$ cat src/rtl/wb_region_remap.sv
module wb_region_remap #(
  parameter int AW = 32,
  parameter int DW = 32,
  parameter int N = 3,
  parameter bit WORD_ADDR = 1'b0,
  parameter logic [AW-1:0] WIN_BASE = 32'h0000_0000,
  parameter logic [AW-1:0] WIN_SIZE = 32'h2000_0000,
  parameter logic [N-1:0][AW-1:0] SRC_BASE = {32'h0001_0040, 32'h0001_0000, 32'h0000_0000},
  parameter logic [N-1:0][AW-1:0] SRC_SIZE = {32'h0000_0008, 32'h0000_0040, 32'h0001_0000},
  parameter logic [N-1:0][AW-1:0] DST_BASE = {32'h2000_0000, 32'h8100_0000, 32'hF000_0000}
) (
  input  logic [AW-1:0]   m_adr,
  input  logic [DW-1:0]   m_dat_w,
  output logic [DW-1:0]   m_dat_r,
  input  logic [DW/8-1:0] m_sel,
  input  logic            m_cyc,
  input  logic            m_stb,
  input  logic            m_we,
  output logic            m_ack,
  output logic [AW-1:0]   s_adr,
  output logic [DW-1:0]   s_dat_w,
  input  logic [DW-1:0]   s_dat_r,
  output logic [DW/8-1:0] s_sel,
  output logic            s_cyc,
  output logic            s_stb,
  output logic            s_we,
  input  logic            s_ack
);
  localparam int SH = WORD_ADDR ? 2 : 0;
  localparam logic [AW-1:0] WB = WIN_BASE >> SH;
  localparam logic [AW-1:0] WM = (WIN_SIZE >> SH) - 1'b1;

  logic [AW-1:0] folded;
  logic [N-1:0] hit;
  logic [N-1:0][AW-1:0] cand;

  assign folded = WB + ((m_adr - WB) & WM);

  for (genvar i = 0; i < N; i++) begin : g_region
    localparam logic [AW-1:0] SB = SRC_BASE[i] >> SH;
    localparam logic [AW-1:0] SM = (SRC_SIZE[i] >> SH) - 1'b1;
    localparam logic [AW-1:0] DB = DST_BASE[i] >> SH;
    assign hit[i]  = ((folded ^ SB) & ~SM) == '0;
    assign cand[i] = DB + (folded & SM);
  end

  always_comb begin
    s_adr = folded;
    for (int i = N - 1; i >= 0; i--)
      if (hit[i]) s_adr = cand[i];
  end

  assign s_dat_w = m_dat_w;
  assign s_sel   = m_sel;
  assign s_cyc   = m_cyc;
  assign s_stb   = m_stb;
  assign s_we    = m_we;
  assign m_ack   = s_ack;
  assign m_dat_r = s_dat_r;
endmodule

$ cat config.mk
export PLATFORM = sky130hd
export DESIGN_NAME = wb_region_remap
export DESIGN_NICKNAME = d
export VERILOG_FILES = /design/src/rtl/wb_region_remap.sv
export SDC_FILE = /design/constraint.sdc
export NUM_CORES = 1
export LEC_CHECK = 0
export ABC_CLOCK_PERIOD_IN_PS = 2200
export CAP_MARGIN = 20
export CORE_AREA = 2 2 81 83
export DETAILED_ROUTE_END_ITERATION = 6
export DIE_AREA = 0 0 83 85
export DONT_BUFFER_PORTS = 1
export PLACE_DENSITY = 0.3
export SLEW_MARGIN = 20
export SYNTH_ARGS = -nofsm -noshare
export SYNTH_HDL_FRONTEND = slang
export SYNTH_SLANG_ARGS = --single-unit
$ cat constraint.sdc
create_clock -name vclk -period 2.2
set_input_delay 0.11 -clock vclk [all_inputs]
set_output_delay 0.11 -clock vclk [all_outputs]
set_load 0.02 [all_outputs]
==> results.sh <==
export IMPL_cts_hold_buffers_added=0
export IMPL_grt_usage_pct=5.77
export IMPL_clock_buffers=0
export IMPL_path_class="in2out"
export IMPL_final_setup_viol_count=0
export IMPL_power_frac_seq_pct=0
export IMPL_wirelength_um=2390
export IMPL_design_seq_count=0
export IMPL_syn_cell_area_sq_um=798
export IMPL_yosys_warnings=0
export IMPL_hold_depth=0
export IMPL_wl_per_cell_um=24.4
export IMPL_vias=329
export IMPL_vias_per_cell=3.36
export IMPL_core_area_sq_um=6200
export IMPL_crit_start="m_adr[12]"
export IMPL_cp_end_kind="output port"
export IMPL_leakage_nw=0.0235
export IMPL_period_minus_slack_ns=1.54
export IMPL_synth_distinct_cells=16
export IMPL_switching_power_mw=0.00930
export IMPL_maxSlewViolCount=0
export IMPL_final_antenna_net_count=0
export IMPL_hold_viol_final=0
export IMPL_tightest_slew_ns=0.539
export IMPL_combPwrFrac_pct=100.0
export IMPL_relSlewSlack_pct=64.0
export IMPL_crit_buf_inv=0
export IMPL_cts_setup_buffers=0
export IMPL_synth_cells=118
export IMPL_fin_setup_tns_ns=0
export IMPL_p_int_mw=0.00674
export IMPL_hpwl_um=2260
export IMPL_dieHeight_um=85
export IMPL_dr_pass1_iters=2
export IMPL_grt_overflow=0
export IMPL_grt_pass1_vias=368
export IMPL_critPathRequiredTime_ns=2.09
export IMPL_power_density_nw_per_um2=66.1
export IMPL_crit_slowest_cell="a21oi_1"
export IMPL_finalCritPeriodShare_pct=69.9
export IMPL_fmax_mhz=651
export IMPL_ys_seq_area_share_pct=0
export IMPL_rows=29
export IMPL_design_portCount=208
export IMPL_p_sw_share_pct=58.0
export IMPL_peakVddDrop_mv=0.0230
export IMPL_worstPathArrival_ns=1.43
export IMPL_max_cap_violations=0
export IMPL_worstPathCellList="nor4b_1 -> nand4b_1 -> a21oi_1"
export IMPL_diodes=0
export IMPL_mappedNetlistNets=222
export IMPL_io_buffers=0
export IMPL_min_to="m_dat_r[7]"
export IMPL_gp_congestion=0.634
export IMPL_dieArea_sq_um=7060
export IMPL_syn2layout_area_growth_pct=-69.6
export IMPL_grt_pass1_wl_um=3060
export IMPL_path_delay_family="simple AND/OR/NAND/NOR gates"
export IMPL_synth_top_area_cell="buf_4"
export IMPL_drc=0
export IMPL_drive_gt1_share_pct=4.76
export IMPL_rsz0062_at_grt="false"
export IMPL_cts_resized=0
export IMPL_avgSynthCellArea_sq_um=6.76
export IMPL_critPathMaxStageDelay_ns=0.53
export IMPL_initial_utilization_pct=12.9
export IMPL_critPathMaxFanout=3
export IMPL_antenna_found_initial=0
export IMPL_regArea_sq_um=0
export IMPL_yosys_area_top_type_share_pct=70.5
export IMPL_yosys_top_cells_area="buf_4, clkbuf_1, nor4_1"
export IMPL_drt_iter0_drc=5
export IMPL_status="complete, no violations"
export IMPL_startpoint_type="input pin"
export IMPL_hold_path_class="in2out"
export IMPL_nets=127
export IMPL_clkPwrFrac_pct=0
export IMPL_min_from="s_dat_r[7]"
export IMPL_whs_ns=0.220
export IMPL_die_w_um=83
export IMPL_grt_max_degree=8
layout make-up:
class	instances	area (sq um)
fill	736	5960
tap	77	96.3
multi-input combinational	21	146
per-stage QoR:
| step | setup WS (ns) | std cells | power (mW) | utilization, % | cell area (sq um) |
|---|---|---|---|---|---|
| after global placement | 0.611 | 98 | 0.0162 | 3.91 | 243 |
| after global routing | 0.459 | 98 | 0.0172 | 3.91 | 243 |
| after detailed placement | 0.609 | 98 | 0.0160 | 3.91 | 243 |
| final | 0.663 | 98 | 0.0160 | 3.91 | 243 |
| after CTS | 0.606 | 98 | 0.0162 | 3.91 | 243 |
| after floorplan | 0.754 | 118 | 0.255 | - | 798 |
power by group through the flow:
stage	Clock [mW]	Sequential (mW)	Combinational [mW]
global route	0	0	0.0172
CTS	0	0	0.0162
floorplan	0	0	0.255
global placement	0	0	0.0162
finish	0	0	0.0160
detailed placement	0	0	0.0160
metal layers:
layer / track usage [%] / up-vias / wire [um]
li1: - / 95 / -
met1: 2.51 / 119 / 370
met2: 12.8 / 105 / 1370
met3: 5.45 / 10 / 587
met4: 1.64 / 0 / 68
met5: 0 / - / 0
cell usage after synthesis (all sizes together):
cell type and n:
nand2 1, clkbuf 21, nor2 2, dlygate4sd3 1, or4 2, o31a 2, nand4 1, nand4b 1
nor4 4, buf 75, nand3 1, o41a 1, o21bai 2, nor4b 2, a21oi 2
logic make-up (layout without fill, tap and decap cells):
family / Yosys count / in the layout / synth area share [%]
AND/OR/NAND/NOR: 14 / 14 / 11.6
AO/OA/AOI/OAI: 7 / 7 / 6.74
buffers and inverters: 97 / 0 / 81.7
cell usage in the layout (no fill, tap or decap):
master	instances
nand4b_1	1
a21oi_1	2
o21bai_1	2
o41a_1	1
nand4_1	1
nand2_1	1
or4_1	1
nor4b_1	2
nor2_1	2
o31a_1	2
nor4_1	4
nand3_1	1
or4_4	1
worst max path at each step:
stage | to | depth (start not counted)
after floorplan | s_adr[6] | 3
final | s_adr[31] | 3
after global placement | s_adr[31] | 3
after detailed placement | s_adr[31] | 3
after global routing | s_adr[31] | 3
after CTS | s_adr[31] | 3
Note: power is estimated with default switching activity, not from simulation.
